**config.mk**
```make
export PLATFORM = sky130hd
export DESIGN_NAME = cfg_recovery_seq
export DESIGN_NICKNAME = d
export VERILOG_FILES = /design/src/rtl/crs_pkg.sv /design/src/rtl/crs_store_pick.sv /design/src/rtl/crs_timer.sv /design/src/rtl/crs_flags.sv /design/src/rtl/cfg_recovery_seq.sv
export SDC_FILE = /design/constraint.sdc
export NUM_CORES = 1
export LEC_CHECK = 0
export BUFFER_PORTS_ARGS = -buffer_cell sky130_fd_sc_hd__buf_4
export CAP_MARGIN = 10
export CORE_MARGIN = 5
export CORE_UTILIZATION = 50
export CTS_BUF_LIST = sky130_fd_sc_hd__clkbuf_8
export DETAILED_ROUTE_END_ITERATION = 12
export PLACE_DENSITY = 0.76
export SYNTH_ARGS = -nofsm -noshare
export SYNTH_HDL_FRONTEND = slang
export SYNTH_SLANG_ARGS = --single-unit
export TNS_END_PERCENT = 30
```
**constraint.sdc**
```tcl
create_clock -name clk -period 2.5 [get_ports clk]
set_clock_uncertainty 0.15 [all_clocks]
set_input_delay 0.5 -clock clk [delete_from_list [all_inputs] [get_ports clk]]
set_output_delay 0.5 -clock clk [all_outputs]
set_load 0.005 [all_outputs]
```
**src/rtl/crs_pkg.sv**
```systemverilog
`timescale 1ns/1ps
package crs_pkg;

    typedef enum logic [2:0] {
        ST_MON,
        ST_PICK,
        ST_PROG,
        ST_WAIT,
        ST_VERIFY,
        ST_REFRESH,
        ST_SELFREF,
        ST_HALT
    } crs_state_t;

    // Per-state output drive, decoded from the state alone (Moore outputs).
    typedef struct packed {
        logic req_check;
        logic prog_low;
        logic refresh;
        logic self_ref;
        logic show_cand;
    } crs_drive_t;

    function automatic crs_drive_t drive_of(crs_state_t s);
        crs_drive_t d;
        d = '0;
        case (s)
            ST_MON:     d.req_check = 1'b1;
            ST_PROG:    begin d.prog_low = 1'b1; d.show_cand = 1'b1; end
            ST_WAIT:    d.show_cand = 1'b1;
            ST_VERIFY:  begin d.req_check = 1'b1; d.show_cand = 1'b1; end
            ST_REFRESH: d.refresh = 1'b1;
            ST_SELFREF: d.self_ref = 1'b1;
            default:    d = '0;
        endcase
        return d;
    endfunction

    // Index reached by moving 'step' places forward from 'base' in a ring of 'n'.
    function automatic int rot_index(int base, int step, int n);
        return (base + step) % n;
    endfunction

endpackage

```
**src/rtl/crs_store_pick.sv**
```systemverilog
`timescale 1ns/1ps
module crs_store_pick #(
    parameter int NSTORE = 3,
    parameter int SEL_W  = 2
) (
    input  logic [SEL_W-1:0]  active_i,
    input  logic [NSTORE-1:0] faulty_i,
    output logic              found_o,
    output logic [SEL_W-1:0]  pick_o
);
    localparam int NCAND = NSTORE - 1;

    logic [SEL_W-1:0] cand [NCAND];
    logic [NCAND-1:0] healthy;

    generate
        for (genvar g = 0; g < NCAND; g++) begin : g_cand
            assign cand[g]    = SEL_W'(crs_pkg::rot_index(int'(active_i), g + 1, NSTORE));
            assign healthy[g] = ~faulty_i[cand[g]];
        end
    endgenerate

    // Nearest healthy store in rotation order wins.
    always_comb begin
        found_o = 1'b0;
        pick_o  = active_i;
        for (int i = NCAND - 1; i >= 0; i--) begin
            if (healthy[i]) begin
                found_o = 1'b1;
                pick_o  = cand[i];
            end
        end
    end

endmodule

```
**src/rtl/crs_timer.sv**
```systemverilog
`timescale 1ns/1ps
module crs_timer #(
    parameter int CNT_W = 16
) (
    input  logic             clk,
    input  logic             rst,
    input  logic             load_i,
    input  logic [CNT_W-1:0] load_val_i,
    input  logic             step_i,
    output logic             last_o
);
    logic [CNT_W-1:0] cnt_q;

    always_ff @(posedge clk) begin
        if (rst) begin
            cnt_q <= '0;
        end else if (load_i) begin
            cnt_q <= (load_val_i == '0) ? CNT_W'(1) : load_val_i;
        end else if (step_i && cnt_q != '0) begin
            cnt_q <= cnt_q - CNT_W'(1);
        end
    end

    assign last_o = (cnt_q == CNT_W'(1));

endmodule

```
**src/rtl/crs_flags.sv**
```systemverilog
`timescale 1ns/1ps
module crs_flags #(
    parameter int NSTORE = 3,
    parameter int SEL_W  = 2
) (
    input  logic              clk,
    input  logic              rst,
    input  logic              clear_i,
    input  logic              mark_i,
    input  logic [SEL_W-1:0]  mark_idx_i,
    input  logic              bypass_set_i,
    output logic [NSTORE-1:0] faulty_o,
    output logic              bypass_o
);
    generate
        for (genvar g = 0; g < NSTORE; g++) begin : g_flag
            always_ff @(posedge clk) begin
                if (rst || clear_i) begin
                    faulty_o[g] <= 1'b0;
                end else if (mark_i && (mark_idx_i == SEL_W'(g))) begin
                    faulty_o[g] <= 1'b1;
                end
            end
        end
    endgenerate

    always_ff @(posedge clk) begin
        if (rst || clear_i) begin
            bypass_o <= 1'b0;
        end else if (bypass_set_i) begin
            bypass_o <= 1'b1;
        end
    end

endmodule

```
**src/rtl/cfg_recovery_seq.sv**
```systemverilog
`timescale 1ns/1ps
module cfg_recovery_seq
    import crs_pkg::*;
#(
    parameter int NSTORE = 3,
    parameter int CNT_W  = 16,
    localparam int SEL_W = (NSTORE > 1) ? $clog2(NSTORE) : 1
) (
    input  logic              clk,
    input  logic              rst,
    input  logic              clear_i,
    input  logic [CNT_W-1:0]  prog_len_i,
    input  logic [CNT_W-1:0]  done_limit_i,
    output logic              check_req_o,
    input  logic              check_done_i,
    input  logic              check_pass_i,
    output logic              prog_n_o,
    input  logic              cfg_done_i,
    output logic [SEL_W-1:0]  store_sel_o,
    output logic [NSTORE-1:0] store_refresh_o,
    output logic [NSTORE-1:0] store_faulty_o,
    output logic              bypass_o,
    output logic              self_refresh_o
);
    crs_state_t       state_q, state_d;
    crs_drive_t       drv;
    logic [SEL_W-1:0] active_q, cand_q, victim_q;
    logic             pick_found;
    logic [SEL_W-1:0] pick_idx;
    logic             tmr_load, tmr_step, tmr_last;
    logic [CNT_W-1:0] tmr_val;
    logic             mark, bypass_set;

    crs_store_pick #(.NSTORE(NSTORE), .SEL_W(SEL_W)) u_pick (
        .active_i (active_q),
        .faulty_i (store_faulty_o),
        .found_o  (pick_found),
        .pick_o   (pick_idx)
    );

    crs_timer #(.CNT_W(CNT_W)) u_timer (
        .clk        (clk),
        .rst        (rst),
        .load_i     (tmr_load),
        .load_val_i (tmr_val),
        .step_i     (tmr_step),
        .last_o     (tmr_last)
    );

    crs_flags #(.NSTORE(NSTORE), .SEL_W(SEL_W)) u_flags (
        .clk          (clk),
        .rst          (rst),
        .clear_i      (clear_i),
        .mark_i       (mark),
        .mark_idx_i   (active_q),
        .bypass_set_i (bypass_set),
        .faulty_o     (store_faulty_o),
        .bypass_o     (bypass_o)
    );

    always_comb begin
        state_d    = state_q;
        tmr_load   = 1'b0;
        tmr_val    = prog_len_i;
        tmr_step   = 1'b0;
        mark       = 1'b0;
        bypass_set = 1'b0;
        case (state_q)
            ST_MON: begin
                if (check_done_i && !check_pass_i) state_d = ST_PICK;
            end
            ST_PICK: begin
                if (pick_found) begin
                    tmr_load = 1'b1;
                    tmr_val  = prog_len_i;
                    state_d  = ST_PROG;
                end else begin
                    bypass_set = 1'b1;
                    state_d    = ST_SELFREF;
                end
            end
            ST_PROG: begin
                tmr_step = 1'b1;
                if (tmr_last) begin
                    tmr_load = 1'b1;
                    tmr_val  = done_limit_i;
                    state_d  = ST_WAIT;
                end
            end
            ST_WAIT: begin
                tmr_step = 1'b1;
                if (cfg_done_i) begin
                    state_d = ST_VERIFY;
                end else if (tmr_last) begin
                    bypass_set = 1'b1;
                    state_d    = ST_SELFREF;
                end
            end
            ST_VERIFY: begin
                if (check_done_i) begin
                    if (check_pass_i) begin
                        mark    = 1'b1;
                        state_d = ST_REFRESH;
                    end else begin
                        bypass_set = 1'b1;
                        state_d    = ST_SELFREF;
                    end
                end
            end
            ST_REFRESH: state_d = ST_SELFREF;
            ST_SELFREF: state_d = bypass_o ? ST_HALT : ST_MON;
            ST_HALT:    if (clear_i) state_d = ST_MON;
            default:    state_d = ST_MON;
        endcase
    end

    always_ff @(posedge clk) begin
        if (rst) begin
            state_q  <= ST_MON;
            active_q <= '0;
            cand_q   <= '0;
            victim_q <= '0;
        end else begin
            state_q <= state_d;
            if (state_q == ST_PICK && pick_found) cand_q <= pick_idx;
            if (mark) begin
                victim_q <= active_q;
                active_q <= cand_q;
            end
        end
    end

    assign drv             = drive_of(state_q);
    assign check_req_o     = drv.req_check;
    assign prog_n_o        = ~drv.prog_low;
    assign self_refresh_o  = drv.self_ref;
    assign store_sel_o     = drv.show_cand ? cand_q : active_q;
    assign store_refresh_o = drv.refresh ? (NSTORE'(1) << victim_q) : '0;

endmodule

```
==> results of run 1 <==
-- timing repair --
| item | CTS | global route |
|---|---|---|
| setup buffers | 0 | 2 |
| resized for setup | 0 | 18 |
| pin swaps | 2 | 4 |
| setup endpoints to repair | 5 | 14 |
-- metrics by stage --
step	setup WS, ns	total power [mW]
floorplan	-0.0213	1.29
global placement	0.0487	1.70
detailed placement	-0.00399	1.71
CTS	-0.0347	2.15
global route	-0.0246	2.45
finish	0.0333	2.32
-- cell usage after synthesis (2+ instances only) --
library cell / instances
dfxtp_1: 29
nor2_1: 29
a21oi_1: 21
nand2_1: 21
o21ai_0: 16
nor3_1: 15
nor4_1: 15
inv_1: 13
clkbuf_1: 11
mux2i_1: 9
xor2_1: 8
ha_1: 5
o211ai_1: 5
o22ai_1: 5
a211o_1: 4
nand3_1: 4
nor2b_1: 4
nor4b_1: 4
or3_1: 4
or4_1: 4
xnor2_1: 4
a2bb2oi_1: 3
a31oi_1: 3
nand2b_1: 3
nand4_1: 3
o221ai_1: 3
a211oi_1: 2
and4_1: 2
buf_2: 2
nor2_2: 2
o311ai_0: 2
o31ai_1: 2
or2_2: 2
-- worst max path at each step --
stage                     start           endpoint  slack, ns
3_3_place_gp   u_timer.cnt_q[0]  u_timer.cnt_q[15]       0.05
6_report       u_timer.cnt_q[5]  u_timer.cnt_q[15]       0.03
2_1_floorplan       active_q[0]   u_timer.cnt_q[7]      -0.02
3_5_place_dp   u_timer.cnt_q[1]  u_timer.cnt_q[15]     -0.004
5_1_grt        u_timer.cnt_q[4]  u_timer.cnt_q[15]      -0.02
4_1_cts        u_timer.cnt_q[0]  u_timer.cnt_q[15]      -0.03
-- cells by family (layout without fill, tap and decap cells) --
group,after synthesis,count (layout)
AOI/OAI and AO/OA,77,77
xor gates and xnor gates,12,12
adders and majority gates,5,5
buffers and inverters,28,107
DFF,29,29
muxes,9,9
and+or+nand+nor,118,118
-- metal layers --
metal / wire [um] / vias to the layer above
met5: 0 / -
met4: 187 / 0
met3: 550 / 22
met2: 3160 / 109
met1: 2990 / 1138
li1: - / 1200
-- state kept, by name, summed over array words and instances, names as in the netlist --
register / count
state_q: 3
cand_q: 2
u_timer.cnt_q: 16
victim_q: 2
active_q: 2
u_flags.bypass_o: 1
u_flags.faulty_o: 3
-- cell usage in the layout (no fill, tap or decap), types with 2 or more instances in the layout --
cell,instances
a211o_1,4
a211oi_1,2
a21oi_1,20
a2bb2oi_1,3
a31oi_1,3
and4_1,2
buf_12,2
buf_4,84
clkbuf_8,7
dfxtp_1,29
ha_1,4
inv_1,12
mux2i_1,9
nand2_1,21
nand2b_1,3
nand3_1,4
nand4_1,3
nor2_1,29
nor2_2,2
nor2b_1,4
nor3_1,15
nor4_1,14
nor4_4,2
nor4b_1,4
o211ai_1,5
o21ai_0,13
o21ai_1,3
o221ai_1,3
o22ai_1,5
o31ai_1,2
or2_2,2
or3_1,3
or4_1,2
or4_4,2
xnor2_1,4
xor2_1,8
-- final cells by class --
cell class	instances	area, um2	area share [%]
Timing Repair Buffer	86	671	22.8
Multi-Input combinational cell	221	1480	50.3
Tap cell	50	62.6	2.12
Clock buffer	7	96.3	3.27
Sequential cell	29	581	19.7
Inverter	13	48.8	1.66
Clock inverter	1	5.00	0.170
-- power groups by stage --
stage	sequential (mW)	combinational (mW)	clock, mW
2_1_floorplan	0.618	0.670	0
3_3_place_gp	0.619	1.08	0
3_5_place_dp	0.621	1.09	0
4_1_cts	0.611	1.10	0.441
5_1_grt	0.632	1.36	0.456
6_report	0.624	1.26	0.433
==> results.yml, run 1 <==
status:
  status: "complete, no violations"
route:
  routedWlPerCell_um: 16.9
  drtIter0Drc: 334
  vias: 2469
  viasPerCell: 6.07
  drtAntennaViolNets: 0
  drt-total-wl_mm: 6.89
  drcViolationCount: 0
  dr.pass1.iters: 5
logic_synthesis:
  yosys.area_share.simple_pct: 30.1
  synthMuxAreaShare_pct: 4.27
  synth_top_family_by_area: "simple AND/OR/NAND/NOR gates"
  synthAdderAreaFrac_pct: 2.97
  synth_cell_types: 52
  synthTopCellsByArea: "dfxtp_1 28%, nor2_1 5.2%, a21oi_1 5.0%, nor4_1 4.5%, mux2i_1 4.3%"
  ys_seq_elements: 29
  syn_area_per_cell_um2: 7.58
  syn-num-nets: 321
  synth_top_area_share_pct: 27.5
  synth_top_flop_cell: "dfxtp_1"
  yosysTopAreaCell: "dfxtp_1"
  synth_compound_area_share_pct: 24.5
  yosysSeqAreaShare_pct: 27.5
  synth_xor_area_share_pct: 4.99
  ys_warn_count: 0
  synth_area_um2: 2110
  synth-async-reset-ratio_pct: 0
  syn-instance-count: 278
  synth_edf_count: 0
sta:
  tightest_slew_ns: 0.533
  drv_slew: 0
  final_hold_viol_count: 0
  final.setup.tns_ns: 0
  slew_headroom_pct: 64.0
  fin_hold_ws_ns: 0.279
  period_share_pct: 98.7
  setup_viol_count_final: 0
  period_needed_ns: 2.47
  fmax_mhz: 405
layout:
  nets: 399
  fin_cells: 407
  fin_area_um2: 2940
  drive_gt1_share_pct: 31.7
  diodes: 0
  area_growth_pct: 39.6
  nFillCells: 324
  final_core_util_pct: 72.6
floorplan:
  die_h_um: 74.9
  boundaryPins: 50
  core_area_um2: 4060
  start_util_pct: 52.0
  die_w_um: 74.9
  rows: 23
  die_area_um2: 5620
setup_path:
  path_buf_inv: 2
  crit_required_ns: 2.57
  critical_path.max_stage_delay_ns: 0.56
  crit_fanout: 5
  cp-start-kind: "flop"
  cp_top_family: "simple AND/OR/NAND/NOR gates"
  worst_ep_arrival_time_ns: 2.53
  crit_slowest_cell: "or4_4"
  cp_cell_sequence: "or4_4 -> buf_4 -> nor3_1 -> buf_4 -> o2111ai_4 -> xor2_1 -> a211o_1 -> a21oi_1"
  reg2reg_from: "u_timer.cnt_q[5]"
  crit_top_cell: "buf_4"
  path_class: "flop to flop"
  worst-path-stages: 8
  regToRegSetupSlack_ns: 0.03
  r2r_end: "u_timer.cnt_q[15]"
  rr_worst_depth: 8
  cp-end-kind: "flop"
placed_design:
  place.gp.congestion: 0.940
  io_buffers: 49
  dp_cells: 397
  hpwl_mm: 5.00
  dpl_cell_area_um2: 2760
global_routing:
  antenna_found_initial: 0
  grt_overflow: 0
  grt.busiest_layer: "met2"
  grt_pass1_vias: 2271
  grt_pass1_wl_mm: 10.5
  grtUsageMet2_pct: 39.1
  grtUsageMet1_pct: 32.9
  grt_max_degree: 27
  grt_util_all_layers_pct: 24.3
  met3_usage_pct: 5.21
pwr:
  powerDensity_nw_per_um2: 789
  switching_share_pct: 39.2
  p_sw_mw: 0.909
  intPower_mw: 1.41
  pwr-share-clk_pct: 18.7
  p_seq_share_pct: 26.9
  max-vdd-ir-drop_mv: 0.495
  comb_power_share_pct: 54.5
  p_leak_nw: 1.21
worst_hold_path:
  min_to: "u_flags.bypass_o"
  hp-start: "clear_i"
  hold_path_class: "primary input to flop"
  worstHoldPathCells: 2
clock_network:
  cts_root_buf: "clkbuf_8"
  cts-htree-levels: 2
  clockBufferDepth: 2
  clock_latency_ns: 0.28
  clk_pin_slew_worst_paths_ns: 0.07
  cts_tree: "yes"
  cts.sinks: 29
  postCtsHoldBufs: 0
  cts_made_buffers: 5
run:
  maxCapViolCount: 0
No activity file was read; power rests on OpenSTA's default activity.
==> run 2, diff against run 1 <==
Settings changed: CORE_MARGIN 5 to 1.
==> results.yml, run 2 (synthesis gave the netlist of run 1 again) <==
pwr:
  max-vdd-ir-drop_mv: 0.622
  powerDensity_nw_per_um2: 785
  p_leak_nw: 1.19
layout:
  layout.cells.most_common: "buf_4"
  regMostFlops: "u_timer.cnt_q"
  drive_gt1_share_pct: 32.4
  final_cell_mix: "79 x buf_4, 29 x nor2_1, 28 x dfxtp_1"
  nets: 394
  nFillCells: 315
  area_growth_pct: 38.5
  fin_cells: 402
  largest_register_ff_count: 16
  diodes: 0
  final_core_util_pct: 72.5
  top_regs: "u_timer.cnt_q x16, state_q x3, u_flags.faulty_o x3"
route:
  dr.pass1.iters: 5
  drtIter0Drc: 231
  routedWlPerCell_um: 16.6
  vias: 2509
  drt-total-wl_mm: 6.68
  drtAntennaViolNets: 0
  drcViolationCount: 0
  viasPerCell: 6.24
sta:
  slew_headroom_pct: 65.5
  tightest_slew_ns: 0.516
  setup_viol_count_final: 0
  period_needed_ns: 2.46
  period_share_pct: 98.5
  final_hold_viol_count: 0
  drv_slew: 0
  rsz0062_at_grt: "yes"
  fmax_mhz: 406
setup_path:
  regToRegSetupSlack_ns: 0.04
  cp-start-kind: "flop"
  crit_fanout: 6
  path_class: "flop to flop"
  worst_ep_arrival_time_ns: 2.46
  crit_required_ns: 2.49
  cp-end-kind: "flop"
clock_network:
  cts_tree: "yes"
  cts.sinks: 29
  clk_pin_slew_worst_paths_ns: 0.07
  clock_latency_ns: 0.28
  cts_root_buf: "clkbuf_8"
  cts_made_buffers: 5
  postCtsHoldBufs: 0
  clockBufferDepth: 2
  cts-htree-levels: 2
placed_design:
  hpwl_mm: 4.91
  io_buffers: 49
  dp_cells: 393
  place.gp.congestion: 0.969
global_routing:
  grt_max_degree: 27
  grtUsageMet1_pct: 39.8
  antenna_found_initial: 0
  grtUsageMet2_pct: 44.3
  met3_usage_pct: 6.51
  grt_pass1_wl_mm: 9.79
  grt_util_all_layers_pct: 29.3
  grt.busiest_layer: "met2"
  grt_overflow: 0
  grt_pass1_vias: 2110
floorplan:
  boundaryPins: 50
  start_util_pct: 52.3
  core_area_um2: 4030
  die_w_um: 66.9
  die_area_um2: 4480
  die_h_um: 66.9
  rows: 23
run:
  maxCapViolCount: 0
worst_hold_path:
  hold_path_class: "primary input to flop"
status:
  status: "complete, no violations"
run 2: worst paths after layout:
check                                           end              from  cells after the start
worst max register to register     u_timer.cnt_q[0]  u_timer.cnt_q[0]                      9
worst max-delay path               u_timer.cnt_q[0]  u_timer.cnt_q[0]                      9
worst min-delay path            u_flags.faulty_o[1]           clear_i                      2
worst min register to register            cand_q[0]         cand_q[0]                      2
run 2: layout make-up:
class | count | area, um2 | area share, %
Clock buffer | 7 | 96.3 | 3.30
Clock inverter | 1 | 5.00 | 0.171
Inverter | 13 | 48.8 | 1.67
Multi-Input combinational cell | 221 | 1500 | 51.4
Sequential cell | 29 | 582 | 19.9
Tap cell | 50 | 62.6 | 2.14
Timing Repair Buffer | 81 | 624 | 21.4
run 2: timing repair:
action	4_1_cts	5_1_grt
pin swaps	0	8
endpoints found under the setup margin	9	12
setup buffers	0	1
gates resized for setup	2	23
run 2: metal layers:
metal  wire length (um)  up-vias
met3                564       28
met1               2950     1154
met4                254        0
met5                  0        -
li1                   -     1183
met2               2910      144
run 2: stage by stage:
step | setup TNS, ns | instance area [um2] | setup slack (ns) | hold slack [ns] | power (mW)
finish | 0 | 2920 | 0.0372 | 0.278 | 2.29
global route | -0.0501 | 2920 | -0.0355 | 0.272 | 2.42
CTS | -0.0296 | 2820 | -0.0296 | 0.275 | 2.12
detailed placement | -0.317 | 2710 | -0.0730 | 0.317 | 1.68
global placement | -0.0676 | 2710 | -0.0311 | 0.307 | 1.66
floorplan | -0.0310 | 2110 | -0.0213 | 0.295 | 1.29
run 2: critical path, cell delays in order, from the launching register on:
cell      delay (ns)
dfxtp_1         0.32
inv_2           0.08
ha_4            0.16
or4b_4          0.47
or2_4           0.31
o21ai_1         0.25
buf_4           0.18
o211ai_1        0.10
o311ai_1        0.15
o32ai_1         0.14
run 2: power by group:
group	switching [mW]	internal (mW)
combinational	0.636	0.598
sequential	0.0865	0.541
clock	0.182	0.248
total	0.905	1.39
==> run 3, diff against run 2 <==
Settings changed: RECOVER_POWER from default to 50.
==> results.yml, run 3 (synthesis gave the netlist of run 1 again) <==
status:
  status: "complete, no violations"
global_routing:
  antenna_found_initial: 0
  grt_overflow: 0
  grt_max_degree: 27
  grt_util_all_layers_pct: 29.3
  grt_pass1_vias: 2110
  grt_pass1_wl_mm: 9.79
layout:
  area_growth_pct: 37.7
  fin_area_um2: 2900
  layout.cells.most_common: "buf_4"
  largest_register_ff_count: 16
  top_regs: "u_timer.cnt_q x16, state_q x3, u_flags.faulty_o x3"
  nets: 394
  final_cell_mix: "70 x buf_4, 29 x nor2_1, 28 x dfxtp_1"
  diodes: 0
  regMostFlops: "u_timer.cnt_q"
  final_core_util_pct: 72.1
  drive_gt1_share_pct: 31.3
setup_path:
  worst_ep_arrival_time_ns: 2.45
  path_class: "flop to flop"
  cp-end-kind: "flop"
  reg2reg_from: "u_timer.cnt_q[4]"
  crit_required_ns: 2.50
  crit_fanout: 4
  crit_slowest_cell: "or4_4"
  cp-start-kind: "flop"
  cp_cell_sequence: "or4_4 -> nor4_4 -> and4_4 -> nor2_2 -> a2111oi_4 -> o32ai_1"
  cp-startpoint: "u_timer.cnt_q[4]"
  critical_path.max_stage_delay_ns: 0.57
sta:
  drv_slew: 0
  fin_hold_ws_ns: 0.277
  slew_headroom_pct: 65.2
  period_needed_ns: 2.45
  final.setup.tns_ns: 0
  tightest_slew_ns: 0.520
  setup_viol_count_final: 0
  period_share_pct: 98.0
  rsz0062_at_grt: "yes"
  fmax_mhz: 408
  final_hold_viol_count: 0
pwr:
  pwr-share-clk_pct: 18.8
  p_total_mw: 2.29
  switching_share_pct: 39.5
  intPower_mw: 1.38
  max-vdd-ir-drop_mv: 0.622
  p_seq_share_pct: 27.4
  comb_power_share_pct: 53.8
  powerDensity_nw_per_um2: 788
  p_sw_mw: 0.904
  p_leak_nw: 1.17
worst_hold_path:
  hp-start: "clear_i"
  hold_path_class: "primary input to flop"
placed_design:
  place.gp.congestion: 0.969
  dpl_cell_area_um2: 2710
  io_buffers: 49
  hpwl_mm: 4.91
floorplan:
  die_area_um2: 4480
  boundaryPins: 50
  start_util_pct: 52.3
  rows: 23
  die_w_um: 66.9
  core_area_um2: 4030
  die_h_um: 66.9
route:
  drcViolationCount: 0
  vias: 2485
  drt-total-wl_mm: 6.64
  highest_layer: "met4"
  routedWlPerCell_um: 16.5
  met2_length_mm: 2.87
  drtAntennaViolNets: 0
  wl_met1_mm: 2.94
  route.met3.wl_um: 541
  viasPerCell: 6.18
  drtIter0Drc: 183
  dr.pass1.iters: 5
run:
  maxCapViolCount: 0
clock_network:
  cts_tree: "yes"
  cts-htree-levels: 2
  clock_latency_ns: 0.28
  cts.sinks: 29
  cts_made_buffers: 5
  clk_pin_slew_worst_paths_ns: 0.07
  cts_root_buf: "clkbuf_8"
  clockBufferDepth: 2
run 3: cell types whose count changed in the layout (fill, tap and decap cells not counted):
cell,delta
buf_4,-9
clkbuf_1,+4
clkbuf_4,+5
run 3: area by class of cell:
type	instances	area [um2]
multi-input combinational	221	1500
fill	318	1120
timing repair buffer	81	609
sequential	29	582
clock buffer	7	96.3
tap	50	62.6
inverter	13	48.8
clock inverter	1	5.00
run 3: final timing paths:
path / endpoint / slack [ns] / cells past startpoint
max: u_timer.cnt_q[0] / 0.05 / 6
min: u_flags.faulty_o[1] / 0.28 / 2
max reg2reg: u_timer.cnt_q[0] / 0.05 / 6
min reg2reg: cand_q[0] / 0.33 / 2
run 3: stage by stage:
step | setup slack (ns) | cells
6_report | 0.0501 | 402
5_1_grt | -0.0355 | 402
3_3_place_gp | -0.0311 | 393
3_5_place_dp | -0.0730 | 393
2_1_floorplan | -0.0213 | 278
4_1_cts | -0.0296 | 401
run 3: timing repair:
action,4_1_cts,5_1_grt
hold buffers,0,0
buffers inserted,0,1
hold endpoints to repair,0,0
gates cloned,0,0
pin swaps,0,8
resized for setup,2,23
endpoints found under the setup margin,9,12
run 3: routing by layer:
metal / vias up / global-route usage, %
met5: - / 0
met4: 0 / 11.2
met3: 34 / 6.51
met2: 136 / 44.3
met1: 1129 / 39.8
li1: 1186 / -
run 3: critical path, delay by kind of cell, from the launching register on:
family             cells  cell delay (ns)
DFF                    1             0.32
and+or+nand+nor        4             1.31
AOI/OAI and AO/OA      2             0.54
run 3: power by group through the flow:
stage | clock, mW | sequential (mW) | combinational, mW
6_report | 0.430 | 0.627 | 1.23
3_5_place_dp | 0 | 0.621 | 1.06
4_1_cts | 0.437 | 0.613 | 1.07
5_1_grt | 0.465 | 0.632 | 1.32
3_3_place_gp | 0 | 0.622 | 1.04
2_1_floorplan | 0 | 0.618 | 0.670
